`config.mk`:
```
export PLATFORM = sky130hd
export DESIGN_NAME = mac_engine
export DESIGN_NICKNAME = d
export VERILOG_FILES = /design/src/rtl/mac_pkg.sv /design/src/rtl/mac_mult.sv /design/src/rtl/mac_accum.sv /design/src/rtl/mac_readout.sv /design/src/rtl/mac_engine.sv
export SDC_FILE = /design/constraint.sdc
export NUM_CORES = 2
export LEC_CHECK = 0
export BUFFER_PORTS_ARGS = -buffer_cell sky130_fd_sc_hd__buf_2
export CAP_MARGIN = 0
export CORE_MARGIN = 5
export CORE_UTILIZATION = 66
export CTS_CLUSTER_SIZE = 10
export DETAILED_ROUTE_END_ITERATION = 6
export GPL_ROUTABILITY_DRIVEN = 0
export PLACE_DENSITY_LB_ADDON = 0.08
export SLEW_MARGIN = 20
export SYNTH_ARGS = -nofsm -noshare
export SYNTH_HDL_FRONTEND = slang
export SYNTH_SLANG_ARGS = --single-unit
```
`constraint.sdc`:
```
create_clock -name clk -period 9.5 [get_ports clk]
set_clock_uncertainty 0.05 [all_clocks]
set_input_delay 1.9 -clock clk [delete_from_list [all_inputs] [get_ports clk]]
set_output_delay 1.9 -clock clk [all_outputs]
set_load 0.02 [all_outputs]
```
`src/rtl/mac_pkg.sv`:
```
`timescale 1ns/1ps
package mac_pkg;

    typedef enum logic [3:0] {
        OP_NOP   = 4'h0,
        OP_CLR   = 4'h1,
        OP_MPY   = 4'h2,
        OP_MPYN  = 4'h3,
        OP_MAC   = 4'h4,
        OP_MSC   = 4'h5,
        OP_SQD   = 4'h6,
        OP_SQDAC = 4'h7,
        OP_AADD  = 4'h8,
        OP_ASUB  = 4'h9,
        OP_ANEG  = 4'hA
    } op_e;

    function automatic logic uses_diff(input op_e o);
        return (o == OP_SQD) || (o == OP_SQDAC);
    endfunction

endpackage

```
`src/rtl/mac_mult.sv`:
```
`timescale 1ns/1ps
// Product unit: one signed (DW+1)x(DW+1) multiply for signed, unsigned,
// fractional and squared-difference operands.
module mac_mult #(
    parameter int DW = 16,
    parameter int AW = 40
) (
    input  logic [DW-1:0] x_i,
    input  logic [DW-1:0] y_i,
    input  logic          sqd_i,
    input  logic          frac_i,
    input  logic          sgn_i,
    output logic [AW-1:0] prod_o
);
    localparam int PW = 2*DW + 2;
    localparam logic [DW-1:0] MIN_OP   = {1'b1, {(DW-1){1'b0}}};
    localparam logic [PW-1:0] FRAC_MAX = (PW'(1) << (2*DW-1)) - PW'(1);

    logic [DW-1:0]        diff, opa, opb;
    logic                 as_signed, clip;
    logic signed [PW-1:0] ext_a, ext_b, raw;
    logic [PW-1:0]        scaled, res;

    always_comb begin
        diff      = x_i - y_i;
        opa       = sqd_i ? diff : x_i;
        opb       = sqd_i ? diff : y_i;
        as_signed = sqd_i | sgn_i;
        ext_a     = {{(PW-DW){as_signed & opa[DW-1]}}, opa};
        ext_b     = {{(PW-DW){as_signed & opb[DW-1]}}, opb};
        raw       = ext_a * ext_b;
        scaled    = frac_i ? {raw[PW-2:0], 1'b0} : raw;
        // -1.0 * -1.0 in fractional signed mode would give +1.0: clip it
        clip      = frac_i & as_signed & (opa == MIN_OP) & (opb == MIN_OP);
        res       = clip ? FRAC_MAX : scaled;
        prod_o    = {{(AW-PW){res[PW-1]}}, res};
    end
endmodule

```
`src/rtl/mac_accum.sv`:
```
`timescale 1ns/1ps
// Next-value unit for one accumulator: add/subtract, then clamp.
module mac_accum
    import mac_pkg::*;
#(
    parameter int AW = 40,
    parameter int NW = 32
) (
    input  op_e           op_i,
    input  logic [AW-1:0] self_i,
    input  logic [AW-1:0] other_i,
    input  logic [AW-1:0] prod_i,
    input  logic          sat_en_i,
    input  logic          wide_i,
    output logic [AW-1:0] nxt_o
);
    localparam int TOPW = AW - NW + 2;
    localparam logic [AW-1:0] WIDE_MAX   = {1'b0, {(AW-1){1'b1}}};
    localparam logic [AW-1:0] WIDE_MIN   = {1'b1, {(AW-1){1'b0}}};
    localparam logic [AW-1:0] NARROW_MAX = {{(AW-NW+1){1'b0}}, {(NW-1){1'b1}}};
    localparam logic [AW-1:0] NARROW_MIN = {{(AW-NW+1){1'b1}}, {(NW-1){1'b0}}};

    logic [AW:0]     s_ext, o_ext, p_ext, sum;
    logic            hold;
    logic [TOPW-1:0] top;

    always_comb begin
        s_ext = {self_i[AW-1], self_i};
        o_ext = {other_i[AW-1], other_i};
        p_ext = {prod_i[AW-1], prod_i};
        hold  = 1'b0;
        unique case (op_i)
            OP_CLR:   sum = '0;
            OP_MPY:   sum = p_ext;
            OP_SQD:   sum = p_ext;
            OP_MPYN:  sum = '0 - p_ext;
            OP_MAC:   sum = s_ext + p_ext;
            OP_SQDAC: sum = s_ext + p_ext;
            OP_MSC:   sum = s_ext - p_ext;
            OP_AADD:  sum = s_ext + o_ext;
            OP_ASUB:  sum = s_ext - o_ext;
            OP_ANEG:  sum = '0 - s_ext;
            default: begin
                sum  = s_ext;
                hold = 1'b1;
            end
        endcase

        top   = sum[AW:NW-1];
        nxt_o = sum[AW-1:0];
        if (sat_en_i && !hold) begin
            if (wide_i) begin
                if (sum[AW] != sum[AW-1])
                    nxt_o = sum[AW] ? WIDE_MIN : WIDE_MAX;
            end else if (!((&top) || !(|top))) begin
                nxt_o = sum[AW] ? NARROW_MIN : NARROW_MAX;
            end
        end
    end
endmodule

```
`src/rtl/mac_readout.sv`:
```
`timescale 1ns/1ps
// Rounds an accumulator to DW bits taken from bits [2*DW-1:DW].
module mac_readout #(
    parameter int DW = 16,
    parameter int AW = 40
) (
    input  logic [AW-1:0] acc_i,
    input  logic          conv_i,
    input  logic          sat_i,
    output logic [DW-1:0] word_o
);
    localparam int HW = AW - DW + 1;
    localparam logic [DW-1:0] W_MAX = {1'b0, {(DW-1){1'b1}}};
    localparam logic [DW-1:0] W_MIN = {1'b1, {(DW-1){1'b0}}};

    logic          tie_keep, inc, fits;
    logic [HW-1:0] hi;

    always_comb begin
        // adding half an LSB only carries into the upper part when bit DW-1 is set
        tie_keep = conv_i & ~acc_i[DW] & (acc_i[DW-2:0] == '0);
        inc      = acc_i[DW-1] & ~tie_keep;
        hi       = {acc_i[AW-1], acc_i[AW-1:DW]} + HW'(inc);
        fits     = (&hi[HW-1:DW-1]) | ~(|hi[HW-1:DW-1]);
        if (sat_i && !fits)
            word_o = hi[HW-1] ? W_MIN : W_MAX;
        else
            word_o = hi[DW-1:0];
    end
endmodule

```
`src/rtl/mac_engine.sv`:
```
`timescale 1ns/1ps
module mac_engine
    import mac_pkg::*;
#(
    parameter int DW = 16,
    parameter int AW = 40
) (
    input  logic          clk,
    input  logic          rst_n,
    input  logic          in_valid,
    input  logic [3:0]    op,
    input  logic          acc_sel,
    input  logic [DW-1:0] x_in,
    input  logic [DW-1:0] y_in,
    input  logic          frac_mode,
    input  logic          signed_mode,
    input  logic          sat_en_a,
    input  logic          sat_en_b,
    input  logic          sat_wide,
    input  logic          round_even,
    input  logic          sat_out_en,
    input  logic          rd_sel,
    output logic [DW-1:0] rd_word,
    output logic [AW-1:0] acc_a,
    output logic [AW-1:0] acc_b
);
    localparam int NACC = 2;
    localparam int NW   = 2*DW;

    typedef struct packed {
        logic                      v;
        op_e                       op;
        logic                      sel;
        logic [AW-1:0]             prod;
        logic [NACC-1:0]           sat;
        logic                      wide;
        logic [NACC-1:0][AW-1:0]   acc;
    } state_t;

    state_t                    st_d, st_q;
    op_e                       op_in;
    logic [AW-1:0]             prod;
    logic [NACC-1:0][AW-1:0]   acc_nxt;

    assign op_in = op_e'(op);

    mac_mult #(.DW(DW), .AW(AW)) u_mult (
        .x_i    (x_in),
        .y_i    (y_in),
        .sqd_i  (uses_diff(op_in)),
        .frac_i (frac_mode),
        .sgn_i  (signed_mode),
        .prod_o (prod)
    );

    for (genvar g = 0; g < NACC; g++) begin : g_acc
        mac_accum #(.AW(AW), .NW(NW)) u_accum (
            .op_i     (st_q.op),
            .self_i   (st_q.acc[g]),
            .other_i  (st_q.acc[NACC-1-g]),
            .prod_i   (st_q.prod),
            .sat_en_i (st_q.sat[g]),
            .wide_i   (st_q.wide),
            .nxt_o    (acc_nxt[g])
        );
    end

    mac_readout #(.DW(DW), .AW(AW)) u_rd (
        .acc_i  (st_q.acc[rd_sel]),
        .conv_i (round_even),
        .sat_i  (sat_out_en),
        .word_o (rd_word)
    );

    always_comb begin
        st_d   = st_q;
        st_d.v = in_valid;
        if (in_valid) begin
            st_d.op   = op_in;
            st_d.sel  = acc_sel;
            st_d.prod = prod;
            st_d.sat  = {sat_en_b, sat_en_a};
            st_d.wide = sat_wide;
        end
        for (int i = 0; i < NACC; i++) begin
            if (st_q.v && (st_q.sel == i[0]))
                st_d.acc[i] = acc_nxt[i];
        end
    end

    always_ff @(posedge clk or negedge rst_n) begin
        if (!rst_n) st_q <= '0;
        else        st_q <= st_d;
    end

    assign acc_a = st_q.acc[0];
    assign acc_b = st_q.acc[1];
endmodule

```
# Yosys cells after proc, flatten, opt, wreduce, memory -nomap -nowiden
# Index checks and enable logic that the tools add are counted.
dict set report word_totals {
  ff_bits 123
  input_bits 48
  output_inout_bits 96
  elab_cells 95
}
dict set report op_classes {
  add_sub_neg 12
  n_mul 1
  order_cmp 1
  eq_ne 16
  n_mux 22
  n_bitwise 14
  n_reduce_logical 21
}
# operator n
set op_table {}
lappend op_table {{41-bit one-hot mux with 8 select lines} 2}
lappend op_table {{40-bit 2-to-1 mux} 14}
lappend op_table {{40-bit by 34-bit adder with 41-bit output} 2}
lappend op_table {{1-bit by 40-bit subtractor with 41-bit output, first input constant} 2}
lappend op_table {{40-bit by 34-bit subtractor with 41-bit output} 2}
lappend op_table {{40-bit by 40-bit subtractor with 41-bit output} 2}
lappend op_table {{34-bit 2-to-1 mux} 2}
lappend op_table {{16-bit 2-to-1 mux} 4}
lappend op_table {{40-bit by 40-bit adder with 41-bit output} 1}
lappend op_table {{10-bit OR reduction} 4}
lappend op_table {{1-bit by 34-bit subtractor with 35-bit output, first input constant} 1}
lappend op_table {{17-bit by 17-bit multiplier with 34-bit output} 1}
lappend op_table {{16-bit == test, second input constant} 2}
lappend op_table {{10-bit AND reduction} 3}
lappend op_table {{24-bit by 2-bit adder with 25-bit output} 1}
lappend op_table {{4-bit by 3-bit == test with 1-bit output, second input constant} 6}
lappend op_table {{16-bit subtractor} 1}
lappend op_table {{15-bit zero test} 1}
lappend op_table {{4-bit == test, second input constant} 3}
lappend op_table {{1-bit bitwise AND} 8}
lappend op_table {{4-bit by 2-bit == test with 1-bit output, second input constant} 2}
lappend op_table {{1-bit logical AND} 5}
lappend op_table {{4-bit by 1-bit == test with 1-bit output, second input constant} 1}
lappend op_table {{1-bit inverter} 4}
lappend op_table {{6 further kinds} 13}

# Longest topological paths before layout
dict set report logic_depth {
  depth_word 14
  depth_mapped 41
  ltp_nobuf 40
}

# By module
# From an unflattened synthesis, not the netlist that was laid out.
dict set report hier_totals {
  hier_cells 4645
  hier_area_um2 35979.5
}
# mod instances cells_each area_each_um2 seq_area_each_um2
set by_module_without_submodules {}
lappend by_module_without_submodules {mac_accum 2 1281 8067.7 0.0}
lappend by_module_without_submodules {mac_mult 1 1574 13071.3 0.0}
lappend by_module_without_submodules {mac_engine 1 398 6015.8 3228.1}
lappend by_module_without_submodules {mac_readout 1 111 757.0 0.0}

# Worst setup path after synthesis
# Ideal clock, no wire load.
dict set report synth_timing {
  path_kind {input-to-reg}
  start {input port y_in[1]}
  end {register, netlist name st_q[116]}
  setup_ns 0.121
  t_arrival_ns 10.040
  required_time_ns 9.329
  setup_slack_ns -0.711
  path_stages 36
  n_path_buf 1
  cell_sequence {inv_1 > ha_1 > nor2b_1 > o21a_1 > o211ai_1 > and3_1 > o211ai_1 > a311o_1 > a21oi_1 > xnor2_1 > nor2_1 > xnor2_1 > nor2_1 > inv_1 > clkbuf_1 > nor2_1 > fa_1 > fa_1 > fa_1 > fa_1 > fa_1 > inv_1 > fa_1 > inv_1 > ha_1 > a21o_1 > a21o_1 > a21oi_1 > o21ai_0 > o31ai_1 > a31oi_1 > a21o_1 > a21o_1 > xnor2_1 > mux2i_1 > a22o_1}
}
dict set report synth_between {
  elab_chain_cells 6
  elab_cells_between_ends 12
  classes_between {add/sub (1); mul (1); eq/ne (2); mux (4); bitwise (4)}
}
# element line_no
set synth_rtl {}
lappend synth_rtl {{start: declaration} mac_engine.sv:14} ;# input logic [DW-1:0] y_in,
lappend synth_rtl {{16-bit subtractor} mac_mult.sv:25} ;# diff = x_i - y_i;
lappend synth_rtl {{16-bit 2-to-1 mux (on tied branches)} {mac_mult.sv:26, mac_mult.sv:27}}
lappend synth_rtl {{1-bit bitwise AND (tied with other cells)} mac_mult.sv:29} ;# ext_a = {{(PW-DW){as_signed & opa[DW-1]}}, opa};
lappend synth_rtl {{17-bit by 17-bit multiplier with 34-bit output / 1-bit bitwise AND (equally long branches)} {mac_mult.sv:31, mac_mult.sv:34}}
lappend synth_rtl {{34-bit 2-to-1 mux / 1-bit bitwise AND (equally long branches)} {mac_mult.sv:32, mac_mult.sv:34}}
lappend synth_rtl {{34-bit 2-to-1 mux (*)} mac_mult.sv:35} ;# res = clip ? FRAC_MAX : scaled;
# Every way passes the cells marked *; elsewhere a longest branch is shown, timed or not.
# A chain may end at the register's enable or synchronous reset.

# Worst setup path in the final report
dict set report layout_timing {
  start {input port y_in[1]}
  end {register, netlist name st_q[116]}
}
dict set report layout_between {
  elab_chain_cells 6
  elab_cells_between_ends 12
  classes_between {add/sub (1); mul (1); eq/ne (2); mux (4); bitwise (4)}
}
# element line_no
set layout_rtl {}
lappend layout_rtl {{16-bit subtractor} mac_mult.sv:25}
lappend layout_rtl {{16-bit 2-to-1 mux (on tied branches)} {mac_mult.sv:26, mac_mult.sv:27}}
lappend layout_rtl {{1-bit bitwise AND (tied with other cells)} mac_mult.sv:29}
lappend layout_rtl {{17-bit by 17-bit multiplier with 34-bit output / 1-bit bitwise AND (equally long branches)} {mac_mult.sv:31, mac_mult.sv:34}}
lappend layout_rtl {{34-bit 2-to-1 mux / 1-bit bitwise AND (equally long branches)} {mac_mult.sv:32, mac_mult.sv:34}}
lappend layout_rtl {{34-bit 2-to-1 mux (*)} mac_mult.sv:35}
# Marks and branches as above.

==> results.py <==
metrics = {
    "status": {
        "status": "finished with violations",
        "violations": "design-rule violations",
    },
    "min_path": {
        "hp-class": "flop to flop",
        "whs_path_depth": 1,
    },
    "timing": {
        "max_freq_ghz": 0.105,
        "setup_violations": 0,
        "timing.final.crit_share_pct": 100,
        "worst_pin_slew_ns": 1.19,
        "slew_viol_final": 0,
        "rsz0062_at_grt": "true",
        "hold_violations": 0,
        "maxSlewHeadroom_pct": 20.2,
        "fin_crit_ns": 9.50,
    },
    "setup_path": {
        "worstSetupPathType": "primary input to flop",
        "cp.arrival_ns": 9.80,
        "slowest_delay_ns": 0.55,
        "crit_path_max_fanout": 6,
        "path_common_cell": "fa_1",
        "slowest_stage": "fa_1",
        "cp.required_ns": 9.81,
        "start_kind": "primary input",
        "end_kind": "flop",
        "reg2regPathDepth": 32,
    },
    "layout": {
        "mostFrequentLayoutCell": "nand2_1",
        "syn_to_final_growth_pct": 11.3,
        "layout.nets": 5022,
        "mostFrequentLayoutCells": "425 x nand2_1, 416 x nor2_1, 416 x inv_1",
        "fill_cells": 3825,
        "num_antenna_cells": 0,
        "final_layout_size_suffix_gt1_share_pct": 14.6,
        "final_cells": 5073,
    },
    "routing": {
        "first_pass_iters": 7,
        "vias": 33700,
        "wl_met2_um": 48900,
        "vias_per_cell": 6.64,
        "top_layer": "met5",
        "drtIter0Drc": 4277,
        "drt-wirelength-per-cell_um": 21.7,
        "post-route-drc-count": 3,
        "m1WireLength_um": 39700,
        "postRouteAntennaNets": 0,
        "routed_wl_um": 110000,
        "wl_met3_um": 12000,
    },
    "clock_network": {
        "clk_path_buf_depth": 2,
        "clock_latency_ns": 0.47,
        "clk_pin_slew_ns": 0.06,
        "cts_tree": "done",
        "htree_levels": 4,
        "cts_buffers": 17,
        "cts_root_buf": "clkbuf_16",
        "cts_sinks": 123,
    },
    "die": {
        "die_w_um": 230,
        "chipHeight_um": 230,
        "start_util_pct": 66.6,
        "coreArea_mm2": 0.0477,
        "row_count": 80,
        "die_area_mm2": 0.0527,
        "io_pins": 144,
    },
    "yosys": {
        "avgSynthCellArea_um2": 7.39,
        "async_flop_share_pct": 100,
        "synth_nets": 4881,
        "ys_warn_count": 0,
        "ys_ff_latch": 123,
        "ys_seq_area_share_pct": 9.68,
        "synth_area_mm2": 0.0318,
        "synth_cells": 4304,
        "synth_edf_count": 0,
        "dominantRegCellSynth": "dfrtp_1",
        "synthDistinctLibCells": 96,
    },
    "global_route": {
        "track_usage_pct": 40.6,
        "overflow": 0,
        "first_global_vias": 32400,
        "grt_max_degree": 73,
        "grt_antenna_before_repair": 3,
        "grt_pass1_wl_um": 172000,
    },
    "placed_design": {
        "port_buffers": 143,
        "dp_cells": 5028,
        "dp_hpwl_um": 87400,
    },
    "run": {
        "maxCapViolations": 0,
    },
}
==> logic make-up (layout without fill, tap and decap cells) <==
group / count (synthesis) / in the layout / share of synthesized area, %
AND/OR/NAND/NOR: 1416 / 1416 / 21.0
AO/OA/AOI/OAI: 1241 / 1241 / 24.9
buffers and inverters: 770 / 924 / 10.1
adder cells (fa/ha/maj): 529 / 529 / 27.9
XOR/XNOR: 173 / 173 / 4.76
flip-flops: 123 / 123 / 9.68
multiplexers: 52 / 52 / 1.68
==> cell type report <==
type / instances / area (um2) / share of cell area [%]
clock buffers: 18 / 429 / 1.21
clock inverters: 14 / 191 / 0.540
inverters: 429 / 1630 / 4.60
multi-input cells: 3411 / 26100 / 73.6
flip-flops and latches: 123 / 3080 / 8.69
well taps: 615 / 769 / 2.17
repair buffers: 463 / 3240 / 9.16
==> flip-flops by register name (all words and copies together), names as in the netlist <==
name   flops
st_q      43
acc_a     40
acc_b     40
==> routing by layer <==
layer | global-route usage [%] | vias up
li1 | - | 15300
met1 | 48.9 | 15700
met2 | 64.6 | 2205
met3 | 8.34 | 554
met4 | 29.1 | 2
met5 | 0 | -
==> synth_stat cells, drive strengths merged (10+ instances only) <==
library cell	count	share of area [%]
a31oi	44	0.87
nor3	102	1.6
mux2i	40	1.3
nand2b	36	0.71
o21a	40	0.94
a221oi	34	0.98
o21ai	287	4.5
o31a	12	0.33
a21oi	379	6.0
mux2	12	0.42
a22oi	20	0.47
o211ai	42	0.99
o221ai	16	0.44
a211o	19	0.52
nand3	78	1.2
a211oi	54	1.3
inv	428	5.0
xnor2	108	3.0
xor2	65	1.8
o31ai	38	0.90
a221o	22	0.70
ha	229	9.0
buf	108	2.3
or4	17	0.42
or3	61	1.2
and3	28	0.55
a21o	100	2.4
nor2	428	5.0
a2111oi	11	0.30
o311ai	11	0.30
nor4	48	0.98
fa	300	19
dfrtp	123	9.7
a21boi	13	0.31
nand3b	10	0.24
nand4	59	1.2
clkbuf	233	2.7
nand2	432	5.1
or2	24	0.47
nor2b	20	0.39
and2	34	0.67
o21bai	17	0.40
==> worst max-delay path, delay by kind of cell <==
family | cells | cell delay [ns]
simple gates | 9 | 1.42
mux | 1 | 0.08
xor+xnor | 3 | 0.30
compound gates | 10 | 1.75
buf+inv | 10 | 0.92
fa+ha+maj | 8 | 3.41
==> worst paths after layout <==
kind                                      start                     to  slack [ns]
setup / recovery                        y_in[1]  st_q[116]$_DFFE_PN0P_       0.002
hold / removal             st_q[82]$_DFFE_PN0P_   st_q[82]$_DFFE_PN0P_        0.53
setup reg to reg           st_q[83]$_DFFE_PN0P_  acc_b[15]$_DFFE_PN0P_        0.83
hold reg to reg            st_q[82]$_DFFE_PN0P_   st_q[82]$_DFFE_PN0P_        0.53
max in group asynchronous                 rst_n  acc_a[32]$_DFFE_PN0P_        6.71
min in group asynchronous                 rst_n    st_q[128]$_DFF_PN0_        1.33
==> per-stage QoR <==
step | setup WS, ns | utilization [%] | TNS [ns] | instance area (um2) | hold slack [ns]
after detailed placement | -0.960 | 72.1 | -8.34 | 34400 | 0.500
after global routing | -0.317 | 74.2 | -1.81 | 35400 | 0.564
final | 0.00243 | 74.2 | 0 | 35400 | 0.528
after CTS | -0.0135 | 73.6 | -0.0135 | 35100 | 0.516
after global placement | -0.719 | 72.1 | -6.16 | 34400 | 0.499
after floorplan | -0.0487 | - | -0.0487 | 32100 | 0.445
==> timing repair <==
item                                    in CTS  in global routing
gates resized for setup                     14                 52
endpoints found under the setup margin       9                 15
hold buffers                                 0                  0
setup buffers                                3                  9
pin swaps                                   29                 22
cloned                                       0                  0
Power is not shown: default switching activity piles up to over one toggle a cycle in this logic, so the estimate is an artifact.
